### src/rtl/cmt_pkg.sv
package cmt_pkg;
  typedef enum logic [2:0] {
    PM_RESET    = 3'd0,
    PM_ACTIVE   = 3'd1,
    PM_SLEEP    = 3'd2,
    PM_WATCH    = 3'd3,
    PM_SUBACT   = 3'd4,
    PM_SUBSLEEP = 3'd5,
    PM_STANDBY  = 3'd6,
    PM_MODSTBY  = 3'd7
  } pwr_mode_e;

  localparam int NUM_SRC  = 4;
  localparam int SEL_W    = $clog2(NUM_SRC);
  localparam logic [SEL_W-1:0] SEL_SUB = SEL_W'(NUM_SRC - 1);

  localparam logic [1:0] A_CNT  = 2'd0;
  localparam logic [1:0] A_CMP  = 2'd1;
  localparam logic [1:0] A_CTRL = 2'd2;
  localparam logic [1:0] A_STAT = 2'd3;

  localparam int NUM_FLAG = 2;
  localparam int F_OVF    = 0;
  localparam int F_CMF    = 1;

  function automatic logic count_allowed(input logic [2:0] mode, input logic [SEL_W-1:0] sel);
    case (pwr_mode_e'(mode))
      PM_ACTIVE, PM_SLEEP:               return 1'b1;
      PM_WATCH, PM_SUBACT, PM_SUBSLEEP:  return (sel == SEL_SUB);
      default:                           return 1'b0;
    endcase
  endfunction
endpackage

### src/rtl/cmt_prescaler.sv
module cmt_prescaler #(
  parameter int DIV_A_LOG2 = 5,
  parameter int DIV_B_LOG2 = 4,
  parameter int DIV_C_LOG2 = 2
) (
  input  logic       clk_i,
  input  logic       rst_ni,
  output logic [2:0] tick_o
);
  localparam int AB_MAX = (DIV_A_LOG2 > DIV_B_LOG2) ? DIV_A_LOG2 : DIV_B_LOG2;
  localparam int PRE_W  = (AB_MAX > DIV_C_LOG2) ? AB_MAX : DIV_C_LOG2;
  localparam int LOG2S [3] = '{DIV_A_LOG2, DIV_B_LOG2, DIV_C_LOG2};

  logic [PRE_W-1:0] pre_q;

  always_ff @(posedge clk_i or negedge rst_ni) begin
    if (!rst_ni) pre_q <= '0;
    else         pre_q <= pre_q + 1'b1;
  end

  for (genvar g = 0; g < 3; g++) begin : g_tap
    assign tick_o[g] = &pre_q[LOG2S[g]-1:0];
  end
endmodule

### src/rtl/cmt_subsync.sv
module cmt_subsync #(
  parameter int SYNC_STAGES  = 2,
  parameter int SUB_DIV_LOG2 = 2
) (
  input  logic clk_i,
  input  logic rst_ni,
  input  logic sub_clk_i,
  output logic tick_o
);
  logic [SYNC_STAGES-1:0]  sync_q;
  logic                    prev_q;
  logic [SUB_DIV_LOG2-1:0] div_q;
  logic                    rise;

  for (genvar s = 0; s < SYNC_STAGES; s++) begin : g_sync
    always_ff @(posedge clk_i or negedge rst_ni) begin
      if (!rst_ni)     sync_q[s] <= 1'b0;
      else if (s == 0) sync_q[s] <= sub_clk_i;
      else             sync_q[s] <= sync_q[(s == 0) ? 0 : s-1];
    end
  end

  assign rise   = sync_q[SYNC_STAGES-1] & ~prev_q;
  assign tick_o = rise & (&div_q);

  always_ff @(posedge clk_i or negedge rst_ni) begin
    if (!rst_ni) begin
      prev_q <= 1'b0;
      div_q  <= '0;
    end else begin
      prev_q <= sync_q[SYNC_STAGES-1];
      if (rise) div_q <= div_q + 1'b1;
    end
  end
endmodule

### src/rtl/cmt_core.sv
module cmt_core #(
  parameter int CNT_W = 16
) (
  input  logic             clk_i,
  input  logic             rst_ni,
  input  logic             sync_clr_i,
  input  logic             tick_i,
  input  logic             wr_i,
  input  logic [CNT_W-1:0] wdata_i,
  input  logic             clr_on_match_i,
  input  logic [CNT_W-1:0] ocr_i,
  output logic [CNT_W-1:0] cnt_o,
  output logic             match_o,
  output logic             wrap_o
);
  logic [CNT_W-1:0] cnt_q;
  logic             step;

  // write beats tick and masks its events
  assign step    = tick_i & ~wr_i;
  assign match_o = step & (cnt_q == ocr_i);
  assign wrap_o  = step & (&cnt_q) & ~(match_o & clr_on_match_i);
  assign cnt_o   = cnt_q;

  always_ff @(posedge clk_i or negedge rst_ni) begin
    if (!rst_ni)                           cnt_q <= '0;
    else if (sync_clr_i)                   cnt_q <= '0;
    else if (wr_i)                         cnt_q <= wdata_i;
    else if (match_o && clr_on_match_i)    cnt_q <= '0;
    else if (step)                         cnt_q <= cnt_q + 1'b1;
  end
endmodule

### src/rtl/cmt_flag.sv
module cmt_flag (
  input  logic clk_i,
  input  logic rst_ni,
  input  logic sync_clr_i,
  input  logic set_i,
  input  logic rd_i,
  input  logic wr_i,
  input  logic wbit_i,
  output logic flag_o
);
  logic flag_q, arm_q, clr_ok;

  assign clr_ok = wr_i & ~wbit_i & arm_q;
  assign flag_o = flag_q;

  always_ff @(posedge clk_i or negedge rst_ni) begin
    if (!rst_ni) begin
      flag_q <= 1'b0;
      arm_q  <= 1'b0;
    end else if (sync_clr_i) begin
      flag_q <= 1'b0;
      arm_q  <= 1'b0;
    end else begin
      if (set_i)       flag_q <= 1'b1;
      else if (clr_ok) flag_q <= 1'b0;
      if (clr_ok && !set_i)     arm_q <= 1'b0;
      else if (rd_i && flag_q)  arm_q <= 1'b1;
    end
  end
endmodule

### src/rtl/cm_timer.sv
module cm_timer #(
  parameter int CNT_W        = 16,
  parameter int DIV_A_LOG2   = 5,
  parameter int DIV_B_LOG2   = 4,
  parameter int DIV_C_LOG2   = 2,
  parameter int SUB_DIV_LOG2 = 2,
  parameter int SYNC_STAGES  = 2
) (
  input  logic             clk_i,
  input  logic             rst_ni,
  input  logic             sub_clk_i,
  input  logic [2:0]       pwr_mode_i,
  input  logic [1:0]       addr_i,
  input  logic             wr_en_i,
  input  logic             rd_en_i,
  input  logic [CNT_W-1:0] wdata_i,
  output logic [CNT_W-1:0] rdata_o
);
  import cmt_pkg::*;

  logic [NUM_SRC-1:0]  src_tick;
  logic [SEL_W-1:0]    sel_q;
  logic                clr_q;
  logic [CNT_W-1:0]    ocr_q;
  logic [CNT_W-1:0]    cnt_w;
  logic                pm_rst, run, tick;
  logic                wr_cnt, wr_stat, rd_stat;
  logic                match_w, wrap_w;
  logic [NUM_FLAG-1:0] flag_set, flag_w;

  assign pm_rst  = (pwr_mode_i == PM_RESET);
  assign run     = count_allowed(pwr_mode_i, sel_q);
  assign tick    = run & src_tick[sel_q];
  assign wr_cnt  = wr_en_i & (addr_i == A_CNT);
  assign wr_stat = wr_en_i & (addr_i == A_STAT);
  assign rd_stat = rd_en_i & (addr_i == A_STAT);

  cmt_prescaler #(
    .DIV_A_LOG2(DIV_A_LOG2), .DIV_B_LOG2(DIV_B_LOG2), .DIV_C_LOG2(DIV_C_LOG2)
  ) u_pre (
    .clk_i(clk_i), .rst_ni(rst_ni), .tick_o(src_tick[2:0])
  );

  cmt_subsync #(
    .SYNC_STAGES(SYNC_STAGES), .SUB_DIV_LOG2(SUB_DIV_LOG2)
  ) u_sub (
    .clk_i(clk_i), .rst_ni(rst_ni), .sub_clk_i(sub_clk_i), .tick_o(src_tick[3])
  );

  cmt_core #(.CNT_W(CNT_W)) u_core (
    .clk_i(clk_i), .rst_ni(rst_ni), .sync_clr_i(pm_rst), .tick_i(tick),
    .wr_i(wr_cnt), .wdata_i(wdata_i), .clr_on_match_i(clr_q), .ocr_i(ocr_q),
    .cnt_o(cnt_w), .match_o(match_w), .wrap_o(wrap_w)
  );

  assign flag_set[F_OVF] = wrap_w;
  assign flag_set[F_CMF] = match_w;

  for (genvar f = 0; f < NUM_FLAG; f++) begin : g_flag
    cmt_flag u_flag (
      .clk_i(clk_i), .rst_ni(rst_ni), .sync_clr_i(pm_rst), .set_i(flag_set[f]),
      .rd_i(rd_stat), .wr_i(wr_stat), .wbit_i(wdata_i[f]), .flag_o(flag_w[f])
    );
  end

  always_ff @(posedge clk_i or negedge rst_ni) begin
    if (!rst_ni) begin
      ocr_q <= '1;
      sel_q <= '0;
      clr_q <= 1'b0;
    end else if (pm_rst) begin
      ocr_q <= '1;
      sel_q <= '0;
      clr_q <= 1'b0;
    end else if (wr_en_i) begin
      if (addr_i == A_CMP)  ocr_q <= wdata_i;
      if (addr_i == A_CTRL) {sel_q, clr_q} <= wdata_i[SEL_W:0];
    end
  end

  always_comb begin
    rdata_o = '0;
    case (addr_i)
      A_CNT:   rdata_o = cnt_w;
      A_CMP:   rdata_o = ocr_q;
      A_CTRL:  rdata_o[SEL_W:0] = {sel_q, clr_q};
      default: rdata_o[NUM_FLAG-1:0] = flag_w;
    endcase
  end
endmodule

### config.mk
export PLATFORM = sky130hd
export DESIGN_NAME = cm_timer
export DESIGN_NICKNAME = d
export VERILOG_FILES = /design/src/rtl/cmt_pkg.sv /design/src/rtl/cmt_prescaler.sv /design/src/rtl/cmt_subsync.sv /design/src/rtl/cmt_core.sv /design/src/rtl/cmt_flag.sv /design/src/rtl/cm_timer.sv
export SDC_FILE = /design/constraint.sdc
export NUM_CORES = 1
export LEC_CHECK = 0
export BUFFER_PORTS_ARGS = -buffer_cell sky130_fd_sc_hd__clkbuf_2
export CORE_MARGIN = 4
export CORE_UTILIZATION = 40
export DETAILED_ROUTE_END_ITERATION = 10
export GPL_TIMING_DRIVEN = 0
export SLEW_MARGIN = 20
export SYNTH_ARGS = -nofsm -noshare
export SYNTH_HDL_FRONTEND = slang
export SYNTH_HIERARCHICAL = 1
export SYNTH_SLANG_ARGS = --single-unit
### constraint.sdc
create_clock -name clk_i -period 3.55 [get_ports clk_i]
set_input_delay 0.71 -clock clk_i [delete_from_list [all_inputs] [get_ports clk_i]]
set_output_delay 0.71 -clock clk_i [all_outputs]
set_load 0.02 [all_outputs]
==> flow_metrics.tcl, run 1 <==
set metrics [dict create \
    clock_sinks 49 \
    finalPower_mw 1.528 \
    nets 414 \
    hold_depth 0 \
    grtUsageTotal_pct 20.00 \
    whs_ns 0.3591 \
    portBuffers 41 \
    rsz0062_at_grt "no" \
    antenna_left 0 \
    timing.final.ws_setup_ns 0.2031 \
    netlist-cell-type-count 51 \
    antenna_cells 0 \
    status "finished, final reports clean" \
    power.switching_mw 0.5029 \
    leakage_nw 1.680 \
    drc 0 \
    antenna_found_initial 0 \
    tns_ns 0 \
    hpwl_mm 6.088 \
    grt-ovfl-total 0 \
    power_frac_clock_pct 27.6 \
    cts_root_buffer "clkbuf_8" \
    syn_inst 336 \
    syn_nets 366 \
    swShare_pct 32.91 \
    grt_max_degree 50 \
    crit_type "register to register" \
    area_delta_synth_final_pct 14.79 \
    crit_required_ns 3.78 \
    wl_per_cell_um 17.51 \
    finalInstanceArea_mm2 0.003486 \
    cts_tree "done" \
    initial_utilization_pct 41.42 \
    worst_pin_slew_ns 0.7097 \
    clock_latency_ns 0.31 \
    finClkSkew_ns 0.01408 \
    fin_crit_sh_pct 94.28 \
    clk_pin_slew_ns 0.10 \
    critPathCaptureType "register" \
    first_global_vias 2668 \
    crit_arrival_ns 3.58 \
    design.core.area_mm2 0.007331 \
    critPathLaunch "u_pre/pre_q[0]$_DFF_PN0_" \
    path_max_fanout 7 \
    synth_edf_count 0 \
    hold_class "register to register" \
    placed_area_mm2 0.003368 \
    first_pass_iters 5 \
    startpoint_type "register" \
    sequentialPowerShare_pct 48.4 \
    via_count 2698 \
    period_needed_ns 3.347 \
    die_x_um 95.13 \
    ys_seq_elements 49 \
    routed_via_density 5.574 \
    place_ws_ns -0.05514 \
    hold_path.startpoint "u_sub/sync_q[0]$_DFF_PN0_" \
    hold_viol_final 0 \
    ir_drop_uv 206.1 \
    dieArea_mm2 0.009050 \
    netlist_area_mm2 0.003037 \
    globalplace.congestion 0.9043 \
    fmax_ghz 0.2988 \
    ys_seq_area_share_pct 41.04 \
    clockBufferDepth 2 \
    synth_warnings 6 \
    drive_above_1_share_pct 22.60 \
    grt_pass1_wl_mm 13.84 \
    cts_inserted_buffers 5 \
    max-cap-violations 0 \
    syn_avg_cell_area_um2 9.038 \
    slew_headroom_pct 52.32 \
    drtIter0Drc 214 \
    ctsHtreeMaxLevel 2 \
    routed_wl_mm 8.474 \
    p_int_mw 1.025 \
    setup-violations-final 0 \
    synth_ff_type "dfrtp_1" \
    synth-async-reset-ratio_pct 100.0 \
    num_rows 31 \
    die_h_um 95.13 \
    holdBufCountCts 0 \
    worst_r2r_path_depth 11 \
    power_frac_comb_pct 24.0 \
    p_per_area_mw_per_mm2 438.4 \
    boundaryPins 42 \
    rr_startpoint "u_pre/pre_q[0]$_DFF_PN0_" \
    slew_violations 0 \
]
layout make-up:
| class | instances | area, µm² |
|---|---|---|
| Fill cell | 730 | 3845 |
| Multi-Input combinational cell | 263 | 1648 |
| Sequential cell | 49 | 1246 |
| Timing Repair Buffer | 41 | 207.7 |
| Tap cell | 99 | 123.9 |
| Buffer | 18 | 116.4 |
| Clock buffer | 5 | 68.82 |
| Clock inverter | 3 | 47.55 |
| Inverter | 6 | 27.53 |
metrics by stage:
step	instances	utilization, %
6_report	484	47.55
5_1_grt	484	47.55
4_1_cts	484	47.53
3_5_place_dp	476	45.95
3_3_place_gp	476	45.91
2_1_floorplan	336	-
what timing repair did:
item	in CTS	in global routing
buffers inserted	0	0
gates resized for setup	0	1
endpoints found under the setup margin	0	2
flip-flops by register name (all words and copies together), names as in the netlist:
signal,flops
clr_q,1
g_flag.u_flag/arm_q,2
g_flag.u_flag/flag_o,2
ocr_q,16
sel_q,2
u_core/cnt_o,16
u_pre/pre_q,5
u_sub/div_q,2
u_sub/prev_q,1
u_sub/sync_q,2
layout by cell type, fill, tap and decap left out, types with 3 or more instances in the layout:
cell,instances
nand2_1,61
clkbuf_2,40
dfrtp_1,33
nor2_1,26
nand3_1,22
mux2i_1,17
dfstp_2,16
nor3_1,15
xor2_1,15
o21ai_0,12
a22oi_1,12
and3_1,11
a21oi_1,8
clkbuf_1,7
buf_6,5
nand3b_1,5
clkbuf_8,5
nand4_1,5
inv_1,5
nor3b_1,4
nor4_1,4
xnor2_1,4
nor2b_1,4
ha_1,4
buf_2,3
mux4_2,3
inv_6,3
and3_2,3
worst paths after layout:
kind                                                       endpoint  slack [ns]
worst max-delay path            g_flag[0].u_flag/flag_o$_DFFE_PN0P_        0.20
worst min-delay path                      u_sub/sync_q[1]$_DFF_PN0_        0.36
worst max register to register  g_flag[0].u_flag/flag_o$_DFFE_PN0P_        0.20
worst min register to register            u_sub/sync_q[1]$_DFF_PN0_        0.36
max in group asynchronous               u_core/cnt_o[6]$_DFFE_PN0P_        2.61
min in group asynchronous       g_flag[0].u_flag/flag_o$_DFFE_PN0P_        0.45
logic make-up after synthesis:
group,synth area share (%)
AND/OR/NAND/NOR,29.05
flip-flops,41.04
AO/OA/AOI/OAI,9.724
buffers and inverters,4.738
multiplexers,8.323
XOR/XNOR,5.480
adder cells (fa/ha/maj),1.648
routing by layer:
metal | part of all wire, % | track usage [%]
met4 | 3.1 | 8.053
met2 | 45 | 29.85
met1 | 46 | 28.66
met3 | 5.6 | 3.394
met5 | 0 | 0
worst max-delay path, cell delays in order (launching register included):
cell and delay (ns):
dfrtp_1 0.41, ha_1 0.24, and3_2 0.19, ha_1 0.18
mux4_2 0.45, and3_1 0.24, nand2b_1 0.23, nor3_1 0.10
and4_1 0.25, a2111oi_1 0.55, and4bb_1 0.26, nor3_1 0.17
power by group through the flow:
stage,Sequential [mW],Combinational (mW),Clock (mW)
floorplan,0.726,0.254,0
global placement,0.745,0.361,0
detailed placement,0.749,0.366,0
CTS,0.739,0.367,0.436
global route,0.755,0.413,0.456
finish,0.739,0.367,0.422
synthesized netlist by cell type (4+ instances only):
cell type / n / area [µm²]
nor3_1: 15 / 75.07
nor4_1: 4 / 25.02
and3_1: 11 / 68.82
nand3_1: 22 / 110.1
nor2b_1: 4 / 25.02
a21oi_1: 8 / 40.04
buf_6: 5 / 56.30
dfstp_2: 16 / 420.4
nand4_1: 5 / 31.28
dfrtp_1: 33 / 825.8
xor2_1: 15 / 131.4
xnor2_1: 4 / 35.03
nand3b_1: 5 / 37.54
clkbuf_1: 7 / 26.28
inv_1: 5 / 18.77
mux2i_1: 17 / 170.2
a22oi_1: 12 / 90.09
o21ai_0: 12 / 60.06
nor2_1: 26 / 97.59
nand2_1: 61 / 229.0
nor3b_1: 4 / 30.03
ha_1: 4 / 50.05
(Power assumes the default switching activity.)
==> inputs of run 2 (changes only) <==
Settings changed: ABC_AREA set to 1, CORE_UTILIZATION 40 to 35.
==> run 2 against run 1 <==
Compared with the run above: worst hold slack about the same; design area up 14%; highest routed layer unchanged; non-clock buffer count down 4; clock skew down 0.0056 ns; combinational power up 95%; largest cell class unchanged; total power up 28%; critical path depth up 1.
==> flow_metrics.tcl, run 2 <==
set metrics [dict create \
    status "finished, final reports clean" \
    grtUsageTotal_pct 17.49 \
    routed_wl_mm 9.368 \
    yosysTopAreaCellShare_pct 23.61 \
    num_rows 36 \
    area_delta_synth_final_pct 13.98 \
    ys_seq_elements 49 \
    antenna_left 0 \
    fin_crit_sh_pct 82.94 \
    synth_warnings 6 \
    worst_pin_slew_ns 0.6936 \
    nFillCells 1050 \
    slew_violations 0 \
    clk_pin_slew_ns 0.10 \
    synth_edf_count 0 \
    reg2reg_setup_slack_ns 0.96 \
    finalPower_mw 1.955 \
    critPathCaptureType "register" \
    first_pass_iters 5 \
    antenna_cells 0 \
    hold_class "register to register" \
    cp_cell_sequence "clkbuf_2 -> nor2_1 -> nand2_1 -> clkbuf_1 -> inv_1 -> nor3_2 -> nor2_4 -> inv_1 -> buf_4 -> nor2_1 -> nand2_1 -> nand2_1" \
    ys_seq_area_share_pct 35.62 \
    grt_pass1_wl_mm 16.03 \
    rsz0062_at_grt "no" \
    drc 0 \
    crit_family "buffers and inverters" \
    cts_resized 0 \
    grt-ovfl-total 0 \
    period_needed_ns 2.944 \
    boundaryPins 42 \
    crit_type "primary input to register" \
    synth_ff_type "dfrtp_1" \
    timing.final.ws_setup_ns 0.6056 \
    routed_via_density 4.656 \
    finClkSkew_ns 0.008523 \
    crit_arrival_ns 3.15 \
    drtIter0Drc 262 \
    grt_max_degree 50 \
    crit_required_ns 3.75 \
    cts_inserted_buffers 5 \
    syn_nets 561 \
    cts_setup_buffers 0 \
    design.core.area_mm2 0.009774 \
    clock_latency_ns 0.31 \
    cpMostUsedCell "nand2_1" \
    ys_top_cells_by_count "nand2_1 (217), inv_1 (64), nor2_1 (61), dfrtp_1 (33), nand3_1 (30)" \
    setup-violations-final 0 \
    crit_buf_inv 5 \
    netlist_area_mm2 0.003498 \
    first_global_vias 3246 \
    clock_sinks 49 \
    postLayoutCoreUtil_pct 40.80 \
    drive_above_1_share_pct 22.24 \
    holdBufCountCts 0 \
    antenna_found_initial 0 \
    path_max_fanout 10 \
    ctsHtreeMaxLevel 2 \
    hpwl_mm 7.095 \
    crit_path_top_delay_cell "clkbuf_1" \
    yosysMostFrequentCell "nand2_1" \
    hold_viol_final 0 \
    p_per_area_mw_per_mm2 490.1 \
    tns_ns 0 \
    fmax_ghz 0.3396 \
    slew_headroom_pct 53.76 \
    die_x_um 108.0 \
    place_ws_ns 0.2946 \
    dieArea_mm2 0.01166 \
    leakage_nw 2.265 \
    globalplace.congestion 0.8538 \
    nets 609 \
    ir_drop_uv 227.6 \
    wl_per_cell_um 13.14 \
    initial_utilization_pct 35.79 \
    max-cap-violations 0 \
    cts_tree "done" \
    netlist-cell-type-count 33 \
    cts_root_buffer "clkbuf_8" \
    startpoint_type "primary input" \
    portBuffers 41 \
    synth-async-reset-ratio_pct 100.0 \
    syn_inst 531 \
    cp_slowest_stage_delay_ns 0.58 \
    clockBufferDepth 2 \
    syn_avg_cell_area_um2 6.588 \
    layout_commonest_cell "nand2_1" \
    synth_area_leaders "dfrtp_1 (24%), nand2_1 (23%), dfstp_2 (12%)" \
    yosysTopAreaCell "dfrtp_1" \
    die_h_um 108.0 \
    via_count 3320 \
    layout_common_cells "nand2_1 (217), inv_1 (64), nor2_1 (61)" \
]
## run 2: power by group
| part | leakage, nW | internal (mW) | switching, mW | total, mW |
|---|---|---|---|---|
| clock network | 0.0543 | 0.211 | 0.206 | 0.418 |
| registers | 0.592 | 0.678 | 0.145 | 0.823 |
| logic | 1.62 | 0.277 | 0.437 | 0.714 |
## run 2: final timing paths
check | startpoint | end | cells after the start
setup / recovery | pwr_mode_i[2] | u_core/cnt_o[4]$_DFFE_PN0P_ | 12
hold / removal | u_sub/sync_q[0]$_DFF_PN0_ | u_sub/sync_q[1]$_DFF_PN0_ | 0
setup reg to reg | u_pre/pre_q[0]$_DFF_PN0_ | u_core/cnt_o[4]$_DFFE_PN0P_ | 20
hold reg to reg | u_sub/sync_q[0]$_DFF_PN0_ | u_sub/sync_q[1]$_DFF_PN0_ | 0
max in group asynchronous | rst_ni | u_core/cnt_o[2]$_DFFE_PN0P_ | 1
min in group asynchronous | rst_ni | u_core/cnt_o[11]$_DFFE_PN0P_ | 1
## run 2: cell families (layout without fill, tap and decap cells)
family          count (synthesis)  in the layout  share of synthesized area [%]
simple gates                  354            354                          44.28
xor+xnor                       17             17                          4.471
compound gates                 19             19                          3.505
buf+inv                        88            137                          10.69
flops                          49             49                          35.62
fa+ha+maj                       4              4                          1.431
## run 2: cell type report
| cell class | count | area, µm² | area share, % |
|---|---|---|---|
| sequential | 49 | 1246 | 31.25 |
| timing repair buffer | 41 | 207.7 | 5.209 |
| buffer | 14 | 96.34 | 2.416 |
| inverter | 74 | 277.8 | 6.966 |
| clock buffer | 5 | 68.82 | 1.726 |
| tap | 133 | 166.4 | 4.173 |
| clock inverter | 3 | 46.29 | 1.161 |
| multi-input combinational | 394 | 1878 | 47.10 |
## run 2: worst reg2reg max path, cell delays in order, from the launching register on
cell and delay, ns:
dfrtp_1 0.41, ha_1 0.23, nand2_1 0.06, nor2_1 0.13, ha_1 0.16, nand2_1 0.05, nand3_1 0.06, nand2_1 0.05
nor2_1 0.24, inv_2 0.10, nor2_8 0.11, nand2_2 0.05, nor2_2 0.08, nand2_2 0.07, nor2_4 0.10, nand4_4 0.16
buf_6 0.21, nand2_2 0.06, nand2_1 0.04, nand2_1 0.06, nand2_1 0.05
## run 2: through the flow
stage	instance area (µm²)	std cells	hold slack [ns]
finish	3988	713	0.3594
global route	3988	713	0.3684
global placement	3870	705	0.3379
CTS	3988	713	0.3659
detailed placement	3872	705	0.3403
floorplan	3498	531	0.3312
## run 2: layer usage
metal | GRT usage [%] | part of all wire (%)
met1 | 23.67 | 46
met2 | 29.62 | 48
met3 | 2.866 | 5.3
met4 | 3.607 | 1.2
met5 | 0 | 0
==> inputs of run 3 (changes only) <==
Clock period 3.55 ns to 2.97 ns, I/O delays scaled along.
==> run 3 against run 2 <==
Compared with the run above: count of clock-buffer cells in the layout unchanged; clock skew decreased by 0.00067 ns; critical path depth increased by 8; flip-flop and latch count unchanged; global-route usage unchanged; sequential share of layout area about the same; worst hold slack got worse by 0.0053 ns; first-iteration DRC count decreased by 0.38%; register-to-register slack got worse by 0.67 ns; total power increased by 20%; design area increased by 0.16%; utilization increased by 0.064 points.
==> flow_metrics.tcl, run 3 (synthesized netlist as in run 2, its figures left out) <==
set metrics [dict create \
    layout_common_cells "nand2_1 (217), inv_1 (64), nor2_1 (61)" \
    die_x_um 108.0 \
    crit_required_ns 3.17 \
    drive_above_1_share_pct 22.24 \
    via_count 3307 \
    crit_path_top_delay_cell "dfrtp_1" \
    wl_per_cell_um 13.19 \
    whs_ns 0.3541 \
    clk_pin_slew_ns 0.10 \
    globalplace.congestion 0.8538 \
    cts_inserted_buffers 5 \
    crit_type "register to register" \
    period_needed_ns 2.678 \
    antenna_left 0 \
    ir_drop_uv 272.4 \
    initial_utilization_pct 35.79 \
    nets 609 \
    grt-ovfl-total 0 \
    cts_root_buffer "clkbuf_8" \
    routed_via_density 4.638 \
    finClkSkew_ns 0.007857 \
    antenna_found_initial 0 \
    dieArea_mm2 0.01166 \
    drtIter0Drc 261 \
    grt_max_degree 50 \
    setup-violations-final 0 \
    grtUsageTotal_pct 17.49 \
    postLayoutCoreUtil_pct 40.86 \
    worst_pin_slew_ns 0.6976 \
    layout_commonest_cell "nand2_1" \
    grt_pass1_wl_mm 16.03 \
    antenna_cells 0 \
    slew_headroom_pct 53.49 \
    final_cells 713 \
    clock_sinks 49 \
    startpoint_type "register" \
    boundaryPins 42 \
    status "finished, final reports clean" \
    first_global_vias 3246 \
    fmax_ghz 0.3734 \
    fin_crit_sh_pct 90.16 \
    max-cap-violations 0 \
    slew_violations 0 \
    crit_arrival_ns 2.88 \
    clock_latency_ns 0.31 \
    first_pass_iters 5 \
    hpwl_mm 7.095 \
    p_per_area_mw_per_mm2 585.0 \
    clockBufferDepth 2 \
    num_rows 36 \
    rsz0062_at_grt "no" \
    die_h_um 108.0 \
    drc 0 \
    critPathCaptureType "register" \
    path_max_fanout 10 \
    dp.cells 705 \
    crit_buf_inv 2 \
    routed_wl_mm 9.405 \
    hold_viol_final 0 \
    design.core.area_mm2 0.009774 \
    cp_cell_sequence "ha_1 -> nand2_1 -> nor2_1 -> ha_1 -> nand2_1 -> nand3_1 -> nand2_1 -> nor2_1 -> inv_2 -> nor2_8 -> nand2_2 -> nor2_2 -> nand2_2 -> nor2_4 -> nand4_4 -> buf_6 -> nand2_2 -> nand2_1 -> nand2_1 -> nand2_1" \
    area_delta_synth_final_pct 14.16 \
    portBuffers 41 \
    cpMostUsedCell "nand2_1" \
    ctsHtreeMaxLevel 2 \
    cp_slowest_stage_delay_ns 0.41 \
    leakage_nw 2.268 \
    crit_family "simple AND/OR/NAND/NOR gates" \
    cts_tree "done" \
    nFillCells 1049 \
    hold_class "primary input to asynchronous set/reset pin" \
]
==> run 3: report_power, final <==
group          switching (mW)  internal (mW)
Clock                   0.246          0.253
Combinational           0.523          0.332
Sequential              0.172          0.811
==> run 3: metrics by stage <==
step | area (µm²) | worst slack (ns) | power [mW] | setup TNS (ns)
floorplan | 3498 | 0.7243 | 1.610 | 0
global placement | 3870 | -0.1227 | 1.824 | -1.201
detailed placement | 3872 | -0.1694 | 1.846 | -1.820
CTS | 3988 | 0.1566 | 2.362 | 0
global route | 3994 | 0.02100 | 2.539 | 0
finish | 3994 | 0.2922 | 2.336 | 0
==> run 3: final timing paths <==
check | start | end | slack, ns | cells after the start
setup / recovery | u_pre/pre_q[0]$_DFF_PN0_ | u_core/cnt_o[4]$_DFFE_PN0P_ | 0.29 | 20
hold / removal | rst_ni | g_flag[1].u_flag/arm_q$_DFFE_PN0P_ | 0.35 | 1
setup reg to reg | u_pre/pre_q[0]$_DFF_PN0_ | u_core/cnt_o[4]$_DFFE_PN0P_ | 0.29 | 20
hold reg to reg | u_sub/sync_q[0]$_DFF_PN0_ | u_sub/sync_q[1]$_DFF_PN0_ | 0.36 | 0
max in group asynchronous | rst_ni | u_core/cnt_o[2]$_DFFE_PN0P_ | 2.17 | 1
min in group clk_i | u_sub/sync_q[0]$_DFF_PN0_ | u_sub/sync_q[1]$_DFF_PN0_ | 0.36 | 0
==> run 3: repair_timing <==
action                                  in CTS  in global routing
resized for setup                            0                  2
hold buffers                                 0                  0
hold endpoints to repair                     0                  0
setup buffers                                0                  0
endpoints found under the setup margin       0                 10
==> run 3: routing by layer <==
metal / vias to the layer above / routed length, µm / global-route usage (%)
met5: - / 0 / 0
met4: 0 / 101 / 3.607
met3: 8 / 579 / 2.866
met2: 94 / 4480 / 29.62
met1: 1507 / 4243 / 23.67
li1: 1698 / - / -
==> run 3: cell type report <==
| cell class | instances | area (µm²) | area share (%) |
|---|---|---|---|
| multi-input cells | 394 | 1884 | 47.18 |
| flip-flops and latches | 49 | 1246 | 31.20 |
| inverters | 74 | 277.8 | 6.955 |
| repair buffers | 41 | 207.7 | 5.200 |
| well taps | 133 | 166.4 | 4.167 |
| plain buffers | 14 | 96.34 | 2.412 |
| clock buffers | 5 | 68.82 | 1.723 |
| clock inverters | 3 | 46.29 | 1.159 |
